File: src/rtl/intr_arb_pkg.sv
package intr_arb_pkg;
    localparam int NPROG   = 7;
    localparam int NPIN    = 2;
    localparam int NPERIPH = NPROG - NPIN;
    localparam int NEXC    = 4;
    localparam int IDW     = 4;
    localparam int LVLW    = 2;
    localparam int REGW    = 16;
    localparam logic [IDW-1:0] EXC_ID_BASE = 4'd8;

    typedef enum logic [1:0] {ST_IDLE, ST_OFFER, ST_GAP} arb_state_e;

    // Start bit of each source's two-bit level code inside the register.
    function automatic int code_pos(input int src);
        case (src)
            0: code_pos = 0;
            1: code_pos = 3;
            default: code_pos = 2 * src + 2;
        endcase
    endfunction

    // Trigger-mode bit of external pin p.
    function automatic int mode_pos(input int p);
        mode_pos = 3 * p + 2;
    endfunction
endpackage

File: src/rtl/intr_prio_reg.sv
module intr_prio_reg
    import intr_arb_pkg::*;
(
    input  logic            clk,
    input  logic            rst_n,
    input  logic            sel,
    input  logic            we,
    input  logic [REGW-1:0] wdata,
    output logic [REGW-1:0] value
);
    always_ff @(posedge clk or negedge rst_n) begin
        if (!rst_n)
            value <= '0;
        else if (sel && we)
            value <= wdata;
    end

    a_r1_write_lands: assert property (@(posedge clk) disable iff (!rst_n)
        $past(sel && we) |-> value == $past(wdata));
    a_r1_unselected_holds: assert property (@(posedge clk) disable iff (!rst_n)
        !$past(sel && we) |-> $stable(value));
endmodule

File: src/rtl/intr_pin_cond.sv
module intr_pin_cond
    import intr_arb_pkg::*;
#(
    parameter int N = NPIN
) (
    input  logic         clk,
    input  logic         rst_n,
    input  logic [N-1:0] pin_n,
    input  logic [N-1:0] edge_mode,
    input  logic [N-1:0] clr,
    output logic [N-1:0] req
);
    for (genvar i = 0; i < N; i++) begin : g_pin
        logic samp_q, samp_qq, latch_q, fall;

        always_ff @(posedge clk or negedge rst_n) begin
            if (!rst_n) begin
                samp_q  <= 1'b1;
                samp_qq <= 1'b1;
            end else begin
                samp_q  <= pin_n[i];
                samp_qq <= samp_q;
            end
        end

        assign fall = samp_qq && !samp_q;

        always_ff @(posedge clk or negedge rst_n) begin
            if (!rst_n)
                latch_q <= 1'b0;
            else if (!edge_mode[i] || clr[i])
                latch_q <= 1'b0;
            else if (fall)
                latch_q <= 1'b1;
        end

        assign req[i] = edge_mode[i] ? latch_q : !pin_n[i];

        a_r7_latch_holds: assert property (@(posedge clk) disable iff (!rst_n)
            $past(latch_q && edge_mode[i] && !clr[i]) && edge_mode[i] |-> latch_q);
        a_r6_no_latch_level: assert property (@(posedge clk) disable iff (!rst_n)
            $past(!edge_mode[i]) |-> !latch_q);
    end
endmodule

File: src/rtl/intr_select.sv
module intr_select
    import intr_arb_pkg::*;
(
    input  logic [2*NPROG-1:0] codes,
    input  logic [NPROG-1:0]   req,
    input  logic [NEXC-1:0]    exc,
    input  logic [LVLW-1:0]    mask,
    output logic               win_v,
    output logic [IDW-1:0]     win_id,
    output logic [LVLW-1:0]    win_lvl
);
    always_comb begin
        win_v   = 1'b0;
        win_id  = '0;
        win_lvl = '0;
        // Programmable sources: strictly higher level replaces, so earlier index keeps ties.
        for (int i = 0; i < NPROG; i++) begin
            logic [1:0] c;
            c = codes[2*i +: 2];
            if (req[i] && c != 2'b00 && c > mask) begin
                if (!win_v || (c - 2'd1) > win_lvl) begin
                    win_v   = 1'b1;
                    win_id  = IDW'(i);
                    win_lvl = c - 2'd1;
                end
            end
        end
        // Exceptions override; scan from lowest priority so index 0 lands last.
        for (int k = NEXC - 1; k >= 0; k--) begin
            if (exc[k]) begin
                win_v   = 1'b1;
                win_id  = EXC_ID_BASE + IDW'(k);
                win_lvl = 2'd3;
            end
        end
    end
endmodule

File: src/rtl/intr_arbiter.sv
module intr_arbiter
    import intr_arb_pkg::*;
(
    input  logic               clk,
    input  logic               rst_n,
    input  logic               cfg_sel,
    input  logic               cfg_we,
    input  logic [REGW-1:0]    cfg_wdata,
    output logic [REGW-1:0]    cfg_rdata,
    input  logic [LVLW-1:0]    mask_lvl,
    input  logic               pin_a_n,
    input  logic               pin_b_n,
    input  logic [NPERIPH-1:0] periph_req,
    input  logic [NEXC-1:0]    exc_req,
    input  logic               ack,
    output logic               grant_valid,
    output logic [IDW-1:0]     grant_id,
    output logic [LVLW-1:0]    grant_lvl
);
    logic [REGW-1:0]    prio;
    logic [2*NPROG-1:0] codes;
    logic [NPIN-1:0]    edge_mode, pin_clr, pin_req;
    logic [NPROG-1:0]   all_req;
    logic               win_v;
    logic [IDW-1:0]     win_id;
    logic [LVLW-1:0]    win_lvl;
    arb_state_e         state_q, state_d;
    logic               take;

    intr_prio_reg u_reg (
        .clk(clk), .rst_n(rst_n), .sel(cfg_sel), .we(cfg_we),
        .wdata(cfg_wdata), .value(prio)
    );
    assign cfg_rdata = prio;

    for (genvar s = 0; s < NPROG; s++) begin : g_code
        assign codes[2*s +: 2] = prio[code_pos(s) +: 2];
    end
    for (genvar p = 0; p < NPIN; p++) begin : g_mode
        assign edge_mode[p] = prio[mode_pos(p)];
        assign pin_clr[p]   = take && grant_id == IDW'(p);
    end

    intr_pin_cond #(.N(NPIN)) u_pins (
        .clk(clk), .rst_n(rst_n), .pin_n({pin_b_n, pin_a_n}),
        .edge_mode(edge_mode), .clr(pin_clr), .req(pin_req)
    );
    assign all_req = {periph_req, pin_req};

    intr_select u_sel (
        .codes(codes), .req(all_req), .exc(exc_req), .mask(mask_lvl),
        .win_v(win_v), .win_id(win_id), .win_lvl(win_lvl)
    );

    assign take = ack && state_q == ST_OFFER;

    always_comb begin
        state_d = state_q;
        unique case (state_q)
            ST_IDLE:  state_d = win_v ? ST_OFFER : ST_IDLE;
            ST_OFFER: state_d = ack ? ST_GAP : (win_v ? ST_OFFER : ST_IDLE);
            ST_GAP:   state_d = ST_IDLE;
            default:  state_d = ST_IDLE;
        endcase
    end

    always_ff @(posedge clk or negedge rst_n) begin
        if (!rst_n)
            state_q <= ST_IDLE;
        else
            state_q <= state_d;
    end

    always_ff @(posedge clk or negedge rst_n) begin
        if (!rst_n) begin
            grant_valid <= 1'b0;
            grant_id    <= '0;
            grant_lvl   <= '0;
        end else begin
            grant_valid <= (state_d == ST_OFFER);
            grant_id    <= win_id;
            grant_lvl   <= win_lvl;
        end
    end

    a_r3_mask_respected: assert property (@(posedge clk) disable iff (!rst_n)
        grant_valid && grant_lvl != 2'd3 |-> grant_lvl >= $past(mask_lvl));
    a_r5_reset_first: assert property (@(posedge clk) disable iff (!rst_n)
        grant_valid && $past(exc_req[0]) |-> grant_id == EXC_ID_BASE);
    a_r9_ack_drops: assert property (@(posedge clk) disable iff (!rst_n)
        ack && grant_valid |=> !grant_valid);
    a_r4_legal_id: assert property (@(posedge clk) disable iff (!rst_n)
        grant_valid |-> (grant_id < IDW'(NPROG)) ||
                        (grant_id >= EXC_ID_BASE && grant_lvl == 2'd3));
endmodule

File: config.mk
export PLATFORM = sky130hd
export DESIGN_NAME = intr_arbiter
export DESIGN_NICKNAME = d
export VERILOG_FILES = /design/src/rtl/intr_arb_pkg.sv /design/src/rtl/intr_prio_reg.sv /design/src/rtl/intr_pin_cond.sv /design/src/rtl/intr_select.sv /design/src/rtl/intr_arbiter.sv
export SDC_FILE = /design/constraint.sdc
export NUM_CORES = 1
export LEC_CHECK = 0
export ABC_AREA = 1
export BUFFER_PORTS_ARGS = -buffer_cell sky130_fd_sc_hd__buf_2
export CAP_MARGIN = 10
export CORE_MARGIN = 3
export CORE_UTILIZATION = 35
export CTS_BUF_LIST = sky130_fd_sc_hd__clkbuf_8
export DETAILED_ROUTE_END_ITERATION = 16
export PLACE_DENSITY = 0.63
export SYNTH_ARGS = -nofsm -noshare
export SYNTH_HDL_FRONTEND = slang
export SYNTH_SLANG_ARGS = --single-unit
File: constraint.sdc
create_clock -name clk -period 14.8 [get_ports clk]
set_input_delay 0 -clock clk [delete_from_list [all_inputs] [get_ports clk]]
set_output_delay 0 -clock clk [all_outputs]
set_load 0.1 [all_outputs]
# Yosys cells after proc, flatten, opt, wreduce, memory -nomap -nowiden
# Cells that the tools add are included.
dict set report word_totals {
  output_inout_bits 23
  regBits 31
}
dict set report classes {
  reduce_logical 51
  eq_ne 3
  addsub 7
  muxes 59
  order_cmp 13
}
# cell n
set ops {}
lappend ops {{$mux W4} 15}
lappend ops {{$mux W2} 18}
lappend ops {{$gt A2 B2 Y1} 13}
lappend ops {{$mux W1} 25}
lappend ops {{$logic_and A1 B1 Y1} 20}
lappend ops {{$reduce_bool A2 Y1} 9}
lappend ops {{$sub A2 B1 Y2 const B} 7}
lappend ops {{$logic_not A1 Y1} 12}
lappend ops {{$logic_or A1 B1 Y1} 8}
lappend ops {{$eq A2 B1 Y1 const B} 2}
lappend ops {{$eq A4 B1 Y1 const B} 1}
lappend ops {{$logic_not A4 Y1} 1}
lappend ops {{$pmux W2 S2} 1}
lappend ops {{$logic_not A2 Y1} 1}

# Logic depth before layout (Yosys ltp)
dict set report depth {
  word_depth 37
  depth_mapped 59
  mapped_depth_nobuf 59
}

# By module
# A second synthesis with hierarchy kept.
dict set report hier_totals {
  cells_unflattened 306
  area_unflattened_um2 2403.6
}
# mod area_each_um2 instances cells_per_inst seq_area_each_um2
set by_module_without_submodules {}
lappend by_module_without_submodules {intr_select 1189.9 1 190 0.0}
lappend by_module_without_submodules {intr_prio_reg 690.7 1 70 400.4}
lappend by_module_without_submodules {intr_arbiter 295.3 1 24 225.2}
lappend by_module_without_submodules {intr_pin_cond 227.7 1 22 155.1}

# Least setup slack after synthesis
# Ideal clock, no wire load.
dict set report synth_path {
  kind {register to register}
  from {register u_reg.value[0]}
  to {register grant_id[0]}
  arrival_ps 6911
  t_required_ps 14683
  path_stages_with_launch 57
  n_path_buf 0
  path_slack_ps 7771
  cell_sequence {dfrtp_1 > inv_1 > ha_1 > nand2_1 > nand2_1 > nor2_4 > nand2_4 > nor2_1 > ha_1 > nand2_1 > nand2_1 > nand3_2 > nand2_2 > nand2_1 > nand2_2 > ha_1 > inv_1 > nor2_1 > [21 not listed] > o21ai_0 > ha_1 > nand2_1 > o21ai_0 > nand2_1 > nand2_2 > inv_1 > nand2_1 > and2_1 > ha_1 > nand2_1 > o21ai_0 > nand2_1 > nand2_2 > nand2_1 > nand2_1 > nand2_1 > a21oi_2}
}
dict set report synth_via {
  elab_chain_cells 32
}
# element line
set synth_rtl {}
lappend synth_rtl {{from (decl)} intr_prio_reg.sv:9} ;# output logic [REGW-1:0] value
lappend synth_rtl {{from (signal assigned)} intr_prio_reg.sv:15} ;# value <= wdata;
lappend synth_rtl {{branches (longest 27 deep; another with $gt A2 B2 Y1)} -}
lappend synth_rtl {{$mux W4 *} intr_select.sv:20} ;# if (req[i] && c != 2'b00 && c > mask) begin
lappend synth_rtl {{$mux W4 * (4 in series)} intr_select.sv:30} ;# if (exc[k]) begin
lappend synth_rtl {{via u_sel.win_id[0]} intr_select.sv:9} ;# output logic [IDW-1:0] win_id,
lappend synth_rtl {{to (signal assigned)} intr_arbiter.sv:81} ;# grant_id <= win_id;
lappend synth_rtl {{to (decl)} intr_arbiter.sv:17} ;# output logic [IDW-1:0] grant_id,
# Mark *: on every way through the listed nets, which the timed path passes.
# A chain may end at the register's enable or synchronous reset.

# Worst setup path after layout
dict set report layout_path {
  from {register u_reg.value[1]}
  to {register grant_id[0]}
}
# Same word-level chain as after synthesis.

==> results.md <==
- WP data required: 14.97 ns
- Final setup viols: 0
- Worst hold path type: input pin to flop
- Layout cell share with drive strength beyond 1: approximately 27%
- Final Cycle Share: approximately half
- Pwr Density: approximately 130 nW/um2
- Status: completed
- Global-route wire length before repair: between 8 and 9 mm
- Die width: 87.5 um
- Synthesized area: 2320 um2
- Leak pwr: ~1.7 nW
- Count of different cell masters after synthesis: 39
- Root buf cell: clkbuf_8
- PortBufs: between 50 and 60
- Routed via count: roughly 2,100
- Fin nets: 445
- Gpl congestion: 0.843
- Max-cap viol count: 0
- Startpoint types: flop
- Slew at the pin closest to its max-slew limit: 1.02 ns
- CP peak stage delay: about 0.55 ns
- Mean Syn Cell Area: approximately 7.9 um2
- Max IR drop VDD: 0.0584 mV
- Synthesized instance count: 295
- Drt drc: 0
- DR WL/cell: between 10 and 15 um
- Antenna violations before repair: 0
- IO Pins: 57
- RSZ-0062 raised after global routing: no
- Filler instances: about 640
- Aggregate negative setup slack: 0 ns
- Row count: 29
- Crit path arrival time: 7.43 ns
- Yosys Warn Count: 0
- # diodes: 0
- Max clock buf depth: 2
- H-tree depth: 2
- Synth Register Bits: 31
- TritonCTS clock tree: built
- Layout area overhead: 31.5%
- GRT Overall Usage: 14.8%
- CP max stage cell: dlygate4sd3_1
- Syn nets: between 300 and 400
- Vias in the first global route: 2,089
- Initial Utilization: between 30% and 40%
- Slew headroom: between 30% and 40%
- Sink Count: 31
- Most common cell after layout, fill and taps aside: inv_1
- Final Hold Fails: 0
- Die footprint: between 7000 and 8000 um2
- Initial DRC count: 46
- Number of CTS-inserted buffers: 5
- Power Total: 0.405 mW
- Final HPWL DP: around 4.1 mm
- Largest net degree at the start of global routing: 33
- CP Capture Type: flop
- Pre-antenna DRT Iters: 4
- Final Max Tran Viols: 0
- Placeable Area: between 6000 and 7000 um2
- Grt total ovfl: 0
- Layout Skew: 0.00447 ns
- CP max FO: 6
- Routed vias/inst: 4.63
- WL final: 5.27 mm
- Sequential-to-total area share from yosys stat: 33.6%
- Antenna viol nets, final: 0
- Largest cells by area after synthesis: dfrtp_1, ha_1, inv_1
- Clock latency on the worst-skew pair: approximately 0.29 ns
- Crit-path most repeated cell: nand2_1
- Clk pin slew, worst setup/hold paths: about 0.070 ns
- FMAX: roughly 0.14 GHz
- Most frequent cells in the layout: inv_1, buf_2, nand2_1
- Kind of critical path: flop to flop
- Final Critical Period: 7.26 ns
- Area leader, netlist: dfrtp_1
- Share of the synthesized area in the top cell type: about 29%
- Setup bufs post-CTS: 0
- Die Span Y: about 90 um
==> final timing paths <==
check / startpoint / slack (ns) / cells after the start / to
worst min register to register: u_pins.g_pin[0].samp_q / 0.36 / 0 / u_pins.g_pin[0].samp_qq
worst max register to register: u_reg.value[1] / 7.54 / 56 / grant_id[0]
min in group asynchronous: rst_n / 0.31 / 2 / u_reg.value[14]
worst max-delay path: u_reg.value[1] / 7.54 / 56 / grant_id[0]
worst min-delay path: exc_req[3] / 0.02 / 3 / grant_id[1]
max in group asynchronous: rst_n / 14.03 / 2 / u_pins.g_pin[0].latch_q
==> state kept, by name (all words and copies together), names as in the netlist <==
signal / count
grant_lvl: 2
u_pins.g_pin.latch_q: 2
state_q: 2
u_pins.g_pin.samp_q: 2
u_reg.value: 16
grant_id: 4
grant_valid: 1
u_pins.g_pin.samp_qq: 2
==> kinds of logic (layout without fill, tap and decap cells) <==
| family | count (synthesis) | count (layout) | synth area share (%) |
|---|---|---|---|
| and+or+nand+nor | 113 | 113 | 25.0 |
| DFF | 31 | 31 | 33.6 |
| buffers and inverters | 72 | 158 | 11.6 |
| adders and majority gates | 31 | 31 | 16.7 |
| AOI/OAI and AO/OA | 48 | 48 | 13.1 |
==> through the flow <==
stage          worst slack [ns]  std cells  instance area [um2]  hold slack (ns)  utilization, %
2_1_floorplan              7.77        295                 2320           -0.296               -
3_3_place_gp               8.22        425                 2690            0.103            42.1
3_5_place_dp               8.04        425                 2690            0.102            42.1
4_1_cts                    7.48        458                 3060          0.00772            47.9
5_1_grt                    6.75        458                 3060           0.0255            47.9
6_report                   7.54        458                 3060           0.0174            47.9
==> synthesized netlist by cell type (all sizes together) <==
cell type,count
a2111oi,1
a211oi,2
a21oi,27
a41oi,1
and2,1
buf,2
clkbuf,1
dfrtp,27
dfstp,4
ha,31
inv,69
nand2,59
nand3,13
nand3b,1
nand4,2
nor2,29
nor3,3
nor4,4
o2111a,1
o211ai,2
o21a,1
o21ai,10
o21bai,2
o31ai,1
or2,1
==> power by group <==
group / switching (mW) / leakage [nW] / internal, mW
clock network: 0.0336 / 0.0612 / 0.0545
logic: 0.147 / 1.32 / 0.0675
registers: 0.00753 / 0.344 / 0.0948
total: 0.188 / 1.72 / 0.217
==> layout make-up <==
type,count,area [um2],area share [%]
sequential,31,781,25.5
inverter,69,259,8.47
clock buffer,6,82.6,2.70
clock inverter,2,35.0,1.15
timing repair buffer,81,531,17.3
multi-input combinational,192,1270,41.7
tap,77,96.3,3.15
==> routing by layer <==
| metal | vias up | GRT usage [%] | part of all wire (%) |
|---|---|---|---|
| li1 | 1109 | - | - |
| met4 | 0 | 4.04 | 0.72 |
| met5 | - | 0 | 0 |
| met1 | 958 | 18.0 | 46 |
| met3 | 5 | 3.97 | 5.2 |
| met2 | 48 | 25.6 | 48 |
==> critical path: cells and delay by family, from the launching register on <==
kind            cells  cell delay, ns
simple gates       37            3.10
compound gates      7            0.85
buf+inv             5            0.82
fa+ha+maj           7            1.94
flops               1            0.41
==> timing repair <==
action	4_1_cts	5_1_grt
gates resized for setup	0	0
endpoints found under the hold margin	49	0
hold buffers	25	0
Power figures use the tool's default switching activity.
